$ cat config.mk
export PLATFORM = sky130hd
export DESIGN_NAME = pm_irq_hub
export DESIGN_NICKNAME = d
export VERILOG_FILES = /design/src/rtl/pmirq_pkg.sv /design/src/rtl/pmirq_edge.sv /design/src/rtl/pmirq_ctrl.sv /design/src/rtl/pmirq_regs.sv /design/src/rtl/pm_irq_hub.sv
export SDC_FILE = /design/constraint.sdc
export NUM_CORES = 1
export LEC_CHECK = 0
export CORE_ASPECT_RATIO = 1.2
export CORE_MARGIN = 5
export CORE_UTILIZATION = 45
export CTS_CLUSTER_DIAMETER = 120
export DETAILED_ROUTE_END_ITERATION = 8
export GPL_TIMING_DRIVEN = 0
export PLACE_DENSITY = 0.62
export SYNTH_ARGS = -nofsm -noshare
export SYNTH_HDL_FRONTEND = slang
export SYNTH_SLANG_ARGS = --single-unit
$ cat constraint.sdc
create_clock -name clk -period 4.65 [get_ports clk]
set_input_delay 0.93 -clock clk [delete_from_list [all_inputs] [get_ports clk]]
set_output_delay 0.93 -clock clk [all_outputs]
set_load 0.05 [all_outputs]
$ cat src/rtl/pmirq_pkg.sv
package pmirq_pkg;
  localparam int REG_W  = 8;
  localparam int GIDX_W = 4;   // up to 16 register groups

  typedef enum logic [2:0] {
    KIND_NONE, KIND_LATCH, KIND_MASK, KIND_SETM, KIND_CLRM, KIND_CLRL
  } regKind_t;

  // strobes from the decoder to the register datapath
  typedef struct packed {
    logic              setMask;
    logic              clrMask;
    logic              clrLatch;
    logic [GIDX_W-1:0] grp;
    logic [REG_W-1:0]  data;
  } wrStrobe_t;
endpackage

$ cat src/rtl/pmirq_edge.sv
module pmirq_edge #(
  parameter int WIDTH       = 16,
  parameter int SYNC_STAGES = 2
) (
  input  logic             clk,
  input  logic             rstN,
  input  logic [WIDTH-1:0] statusIn,
  output logic [WIDTH-1:0] riseEvt,
  output logic [WIDTH-1:0] fallEvt
);
  // pipe[0..SYNC_STAGES-1] synchronize, pipe[SYNC_STAGES] holds history
  localparam int LAST = SYNC_STAGES;
  logic [WIDTH-1:0] pipe [LAST+1];

  always_ff @(posedge clk or negedge rstN) begin
    if (!rstN) pipe[0] <= '0;
    else       pipe[0] <= statusIn;
  end

  for (genvar s = 1; s <= LAST; s++) begin : g_stage
    always_ff @(posedge clk or negedge rstN) begin
      if (!rstN) pipe[s] <= '0;
      else       pipe[s] <= pipe[s-1];
    end
  end

  assign riseEvt = pipe[LAST-1] & ~pipe[LAST];
  assign fallEvt = ~pipe[LAST-1] & pipe[LAST];
endmodule

$ cat src/rtl/pmirq_ctrl.sv
module pmirq_ctrl import pmirq_pkg::*; #(
  parameter int GROUPS      = 4,
  parameter int ADDR_W      = 8,
  parameter int LATCH_BASE  = 'h10,
  parameter int MASK_BASE   = 'h20,
  parameter int SETM_BASE   = 'h30,
  parameter int CLRM_BASE   = 'h40,
  parameter int CLRL_BASE   = 'h50
) (
  input  logic [ADDR_W-1:0] regAddr,
  input  logic              regWe,
  input  logic [REG_W-1:0]  regWdata,
  output wrStrobe_t         strb,
  output regKind_t          kind,
  output logic [GIDX_W-1:0] grp
);
  always_comb begin
    kind = KIND_NONE;
    grp  = '0;
    for (int g = 0; g < GROUPS; g++) begin
      if (regAddr == ADDR_W'(LATCH_BASE + g)) begin kind = KIND_LATCH; grp = GIDX_W'(g); end
      if (regAddr == ADDR_W'(MASK_BASE + g))  begin kind = KIND_MASK;  grp = GIDX_W'(g); end
      if (regAddr == ADDR_W'(SETM_BASE + g))  begin kind = KIND_SETM;  grp = GIDX_W'(g); end
      if (regAddr == ADDR_W'(CLRM_BASE + g))  begin kind = KIND_CLRM;  grp = GIDX_W'(g); end
      if (regAddr == ADDR_W'(CLRL_BASE + g))  begin kind = KIND_CLRL;  grp = GIDX_W'(g); end
    end
  end

  always_comb begin
    strb.setMask  = regWe && (kind == KIND_SETM);
    strb.clrMask  = regWe && (kind == KIND_CLRM);
    strb.clrLatch = regWe && (kind == KIND_CLRL);
    strb.grp      = grp;
    strb.data     = regWdata;
  end
endmodule

$ cat src/rtl/pmirq_regs.sv
module pmirq_regs import pmirq_pkg::*; #(
  parameter int GROUPS = 4,
  localparam int NSRC  = GROUPS * REG_W,
  localparam int NSTAT = NSRC / 2
) (
  input  logic              clk,
  input  logic              rstN,
  input  logic [NSTAT-1:0]  riseEvt,
  input  logic [NSTAT-1:0]  fallEvt,
  input  wrStrobe_t         strb,
  input  regKind_t          kind,
  input  logic [GIDX_W-1:0] grp,
  output logic [REG_W-1:0]  regRdata,
  output logic              irqN,
  output logic [NSRC-1:0]   latchVec,
  output logic [NSRC-1:0]   maskVec,
  output logic [NSRC-1:0]   evtVec
);
  logic [REG_W-1:0] latchArr [GROUPS];
  logic [REG_W-1:0] maskArr  [GROUPS];

  // source number -> register bit (reversed inside each group)
  for (genvar n = 0; n < NSRC; n++) begin : g_map
    localparam int POS = (n / REG_W) * REG_W + (REG_W - 1 - (n % REG_W));
    if (n % 2 == 0) begin : g_rise
      assign evtVec[POS] = riseEvt[n/2];
    end else begin : g_fall
      assign evtVec[POS] = fallEvt[n/2];
    end
  end

  for (genvar g = 0; g < GROUPS; g++) begin : g_grp
    logic             hit;
    logic [REG_W-1:0] clrBits, nextLatch, nextMask;

    assign hit = (strb.grp == GIDX_W'(g));

    always_comb begin
      clrBits   = (hit && strb.clrLatch) ? strb.data : '0;
      // a fresh event overrides a simultaneous clear
      nextLatch = (latchArr[g] & ~clrBits) | evtVec[g*REG_W +: REG_W];
      nextMask  = maskArr[g];
      if (hit && strb.setMask) nextMask = nextMask | strb.data;
      if (hit && strb.clrMask) nextMask = nextMask & ~strb.data;
    end

    always_ff @(posedge clk or negedge rstN) begin
      if (!rstN) begin
        latchArr[g] <= '0;
        maskArr[g]  <= '1;
      end else begin
        latchArr[g] <= nextLatch;
        maskArr[g]  <= nextMask;
      end
    end

    assign latchVec[g*REG_W +: REG_W] = latchArr[g];
    assign maskVec[g*REG_W +: REG_W]  = maskArr[g];
  end

  always_comb begin
    regRdata = '0;
    for (int g = 0; g < GROUPS; g++) begin
      if (grp == GIDX_W'(g)) begin
        if (kind == KIND_LATCH) regRdata = latchArr[g];
        if (kind == KIND_MASK)  regRdata = maskArr[g];
      end
    end
  end

  always_ff @(posedge clk or negedge rstN) begin
    if (!rstN) irqN <= 1'b1;
    else       irqN <= ~|(latchVec & ~maskVec);
  end
endmodule

$ cat src/rtl/pm_irq_hub.sv
module pm_irq_hub import pmirq_pkg::*; #(
  parameter int GROUPS      = 4,
  parameter int ADDR_W      = 8,
  parameter int SYNC_STAGES = 2,
  parameter int LATCH_BASE  = 'h10,
  parameter int MASK_BASE   = 'h20,
  parameter int SETM_BASE   = 'h30,
  parameter int CLRM_BASE   = 'h40,
  parameter int CLRL_BASE   = 'h50
) (
  input  logic                  clk,
  input  logic                  rstN,
  input  logic [GROUPS*4-1:0]   statusIn,
  input  logic [ADDR_W-1:0]     regAddr,
  input  logic                  regWe,
  input  logic [7:0]            regWdata,
  output logic [7:0]            regRdata,
  output logic                  irqN
);
  localparam int NSRC  = GROUPS * REG_W;
  localparam int NSTAT = NSRC / 2;

  logic [NSTAT-1:0]  riseEvt, fallEvt;
  wrStrobe_t         strb;
  regKind_t          kind;
  logic [GIDX_W-1:0] grp;
  logic [NSRC-1:0]   latchVec, maskVec, evtVec;

  pmirq_edge #(.WIDTH(NSTAT), .SYNC_STAGES(SYNC_STAGES)) edge_i (
    .clk(clk), .rstN(rstN), .statusIn(statusIn),
    .riseEvt(riseEvt), .fallEvt(fallEvt)
  );

  pmirq_ctrl #(
    .GROUPS(GROUPS), .ADDR_W(ADDR_W), .LATCH_BASE(LATCH_BASE),
    .MASK_BASE(MASK_BASE), .SETM_BASE(SETM_BASE),
    .CLRM_BASE(CLRM_BASE), .CLRL_BASE(CLRL_BASE)
  ) ctrl_i (
    .regAddr(regAddr), .regWe(regWe), .regWdata(regWdata),
    .strb(strb), .kind(kind), .grp(grp)
  );

  pmirq_regs #(.GROUPS(GROUPS)) regs_i (
    .clk(clk), .rstN(rstN), .riseEvt(riseEvt), .fallEvt(fallEvt),
    .strb(strb), .kind(kind), .grp(grp), .regRdata(regRdata),
    .irqN(irqN), .latchVec(latchVec), .maskVec(maskVec), .evtVec(evtVec)
  );
endmodule

==> results.yml <==
yosys:
  post_synth_inst_count: 435
  ys_types: 43
  avgSynthCellArea_um2: 11.0
  synth.yosys.warnings: 0
  async_reset_ff_share_pct: 100
  synth_area_leaders: "dfrtp_1 42%, dfstp_2 18%, a21oi_1 8.7%, inv_1 3.8%, a22o_1 2.2%"
  main_combinational_cell_family_by_area_after_synthesis: "compound AO/OA/AOI/OAI gates"
  synth.top_cells.by_count: "84 x a21oi_1, 80 x dfrtp_1, 49 x inv_1, 33 x dfstp_2, 18 x nand2_1"
  synth_edf_count: 0
  synth.largest_area_cell: "dfrtp_1"
  post_synth_fa_ha_maj_area_fraction_pct: 0
  post_synthesis_sequential_area_ratio_pct: 59.7
  synthesized_flop_and_latch_total: 113
  synth-compound-area-share_pct: 22.7
  synth_xor_area_share_pct: 0
  syn-cell-area_um2: 4810
  ys.flop_type: "dfrtp_1"
  area_share_of_the_leading_cell_type_in_the_synthesized_netlist_pct: 41.7
  yosysMostFrequentCell: "a21oi_1"
  post_synth_and_or_nand_nor_area_fraction_pct: 10.6
  post_synth_mux_area_share_pct: 1.30
  postSynthNetCount: 470
setup_path:
  end_kind: "primary output"
  crit_chain: "clkdlybuf4s50_1, or3_1, and3_1, buf_2, a31oi_1, o32ai_1, o21a_1, clkbuf_2"
  critical_path.n_buffers_inverters: 3
  worstSetupPathType: "primary input to primary output"
  worstPathRequired_ns: 3.72
  critical_path_arrival_ns: 3.52
  critical_path.max_stage_delay_ns: 0.64
  cp_top_family: "buffers and inverters"
  cp_max_delay_cell: "clkdlybuf4s50_1"
  startpoint_type: "primary input"
  crit_fanout: 10
power_and_ir_drop:
  total_power_mw: 2.48
  peak_supply_drop_v: 0.000239
  power_switching_share_pct: 24.6
  power.combinational.fraction_pct: 5.1
  p_leak_nw: 2.66
  seq_power_share_pct: 41.7
  proportion_of_power_drawn_by_the_clock_network_pct: 53.2
  cellInternalPower_mw: 1.87
  net-switching-power_uw: 611
  pwr_density_cell_nw_per_um2: 415
finish:
  fillers: 921
  final_core_utilization_pct: 57.3
  ratio_of_cells_with_drive_above_1_in_the_final_layout_pct: 20.5
  fin_cells: 641
  multi_input_area_um2: 1660
  antennaDiodeCount: 0
  layout.nets: 534
  sequential_cell_area_um2: 2870
  post_route_cell_area_um2: 5990
  layout_overhead_on_the_synthesized_area_pct: 24.7
route:
  route.antenna.remaining_nets: 0
  detail_route.first_pass.iterations: 5
  drt-total-wl_um: 14300
  via_count: 3819
  detail_route.wl_per_cell_um: 22.3
  initialDrtViolationCount: 242
  drc: 0
  route.detailed.vias_per_inst: 5.96
clock_tree:
  clock_tree.buffer_depth: 2
  buffer_cell_driving_the_clock_tree_root: "clkbuf_16"
  buffers_inserted_by_post_cts_timing_repair: 0
  clock_transition_time_at_the_flip_flop_clock_pins_of_the_worst_setup_and_hold_paths_ns: 0.06
  tritoncts: "done"
  cts_inserted_buffers: 17
  clkSinkCount: 113
  cts-htree-levels: 4
  worstSkewPairLatency_ns: 0.41
sta:
  worst_clock_skew_ns: 0.00596
  drv_slew: 0
  timing.final.crit_share_pct: 95.6
  worst_slew_slack_as_a_fraction_of_its_limit_pct: 41.3
  shortest_period_the_worst_path_allows_ns: 4.45
  setup_violations: 0
  worstMarginPinSlew_ns: 0.878
  timing_hold_violations_final: 0
  setup_slack_ns: 0.204
  fmax_ghz: 0.225
  rsz_0062_raised_after_global_routing: "no"
place:
  dp_worst_setup_slack_ns: -0.357
  place.detailed.instances: 609
  dp_hpwl_um: 9840
  gpl.final_weighted_congestion: 0.975
  io_buffer_count: 43
  place_area_um2: 5430
floorplan:
  core-area_um2: 10500
  io-pin-count: 44
  placement_rows: 41
  dieWidth_um: 104
  die_footprint_um2: 12900
  floorplan.die.height_um: 123
  start_util_pct: 45.9
global_routing:
  grt_pass1_vias: 3895
  grt.total_usage_pct: 23.6
  grt_pass1_wl_um: 22300
  antenna_found_initial: 0
  largest_net_degree_at_the_start_of_global_routing: 75
  globalRoute.totalOverflow: 0
flow_run:
  maxCapViolations: 0
min_path:
  hold_class: "flip-flop to flip-flop"
outcome:
  run_status: "finished, final reports clean"
[per-layer routing]
layer	up-vias	share of wire, %	GRT usage, %
met3	32	6.8	6.48
met2	171	47	36.7
li1	1701	-	-
met5	-	0	0
met1	1915	43	30.5
met4	0	3.6	11.6
[power groups by stage]
stage | combinational, mW | clock (mW) | sequential (mW)
2_1_floorplan | 0.0525 | 0 | 1.05
3_3_place_gp | 0.124 | 0 | 1.05
3_5_place_dp | 0.127 | 0 | 1.05
4_1_cts | 0.127 | 1.34 | 1.04
5_1_grt | 0.139 | 1.38 | 1.04
6_report | 0.126 | 1.32 | 1.04
[per-stage QoR]
step / hold WS, ns / setup TNS, ns
2_1_floorplan: 0.331 / -0.0739
3_3_place_gp: 0.332 / -121.69
3_5_place_dp: 0.335 / -2.05
4_1_cts: 0.348 / 0
5_1_grt: 0.352 / 0
6_report: 0.347 / 0
[cell type report]
type                            count  area share (%)
Inverter                           49            3.07
Tap cell                          129            2.69
Clock buffer                       17            7.10
Clock inverter                     15            2.92
Buffer                             17            1.55
Multi-Input combinational cell    256            27.7
Timing Repair Buffer               45            7.06
Sequential cell                   113            47.9
[layout by cell type, fill, tap and decap left out, types with 5 or more instances in the layout]
cell	netlist	final
a22o_1	12	12
buf_2	7	7
and3_1	5	5
a221oi_1	10	10
dfrtp_1	80	80
inv_1	49	49
o2bb2ai_1	8	8
clkbuf_16	0	17
nor2b_1	5	5
inv_6	0	5
nand2_1	18	18
dfstp_2	33	33
a21o_1	8	8
clkbuf_1	7	6
a21oi_1	84	84
a31oi_1	6	6
o22ai_1	16	16
clkdlybuf4s50_1	0	34
o21bai_1	8	8
nor2_1	17	17
clkbuf_2	0	9
[cell families after synthesis]
kind of cell / Yosys count
compound gates: 170
buf+inv: 66
flops: 113
mux: 6
simple gates: 80
[worst reg2reg max path: stages (launching register included)]
cell and delay (ns):
dfstp_2 0.57, o22ai_1 0.10, nor4_1 0.53, and4_1 0.29
[final timing paths]
check	start	slack [ns]	end	cells past startpoint
max reg2reg	flip-flop	3.09	regs_i.irqN$_DFF_PN1_	3
min	edge_i.pipe[39]$_DFF_PN0_	0.35	edge_i.pipe[23]$_DFF_PN0_	0
max in group asynchronous	rstN	3.38	async pin	2
min reg2reg	edge_i.pipe[39]$_DFF_PN0_	0.35	edge_i.pipe[23]$_DFF_PN0_	0
min in group asynchronous	rstN	0.49	edge_i.pipe[35]$_DFF_PN0_	1
max	regAddr[6]	0.20	regRdata[5]	8
[what timing repair did]
action	4_1_cts	5_1_grt
pin swaps	0	0
endpoints found under the setup margin	8	8
resized for setup	12	19
hold buffers	0	0
Note: power is estimated with default switching activity, not from simulation.
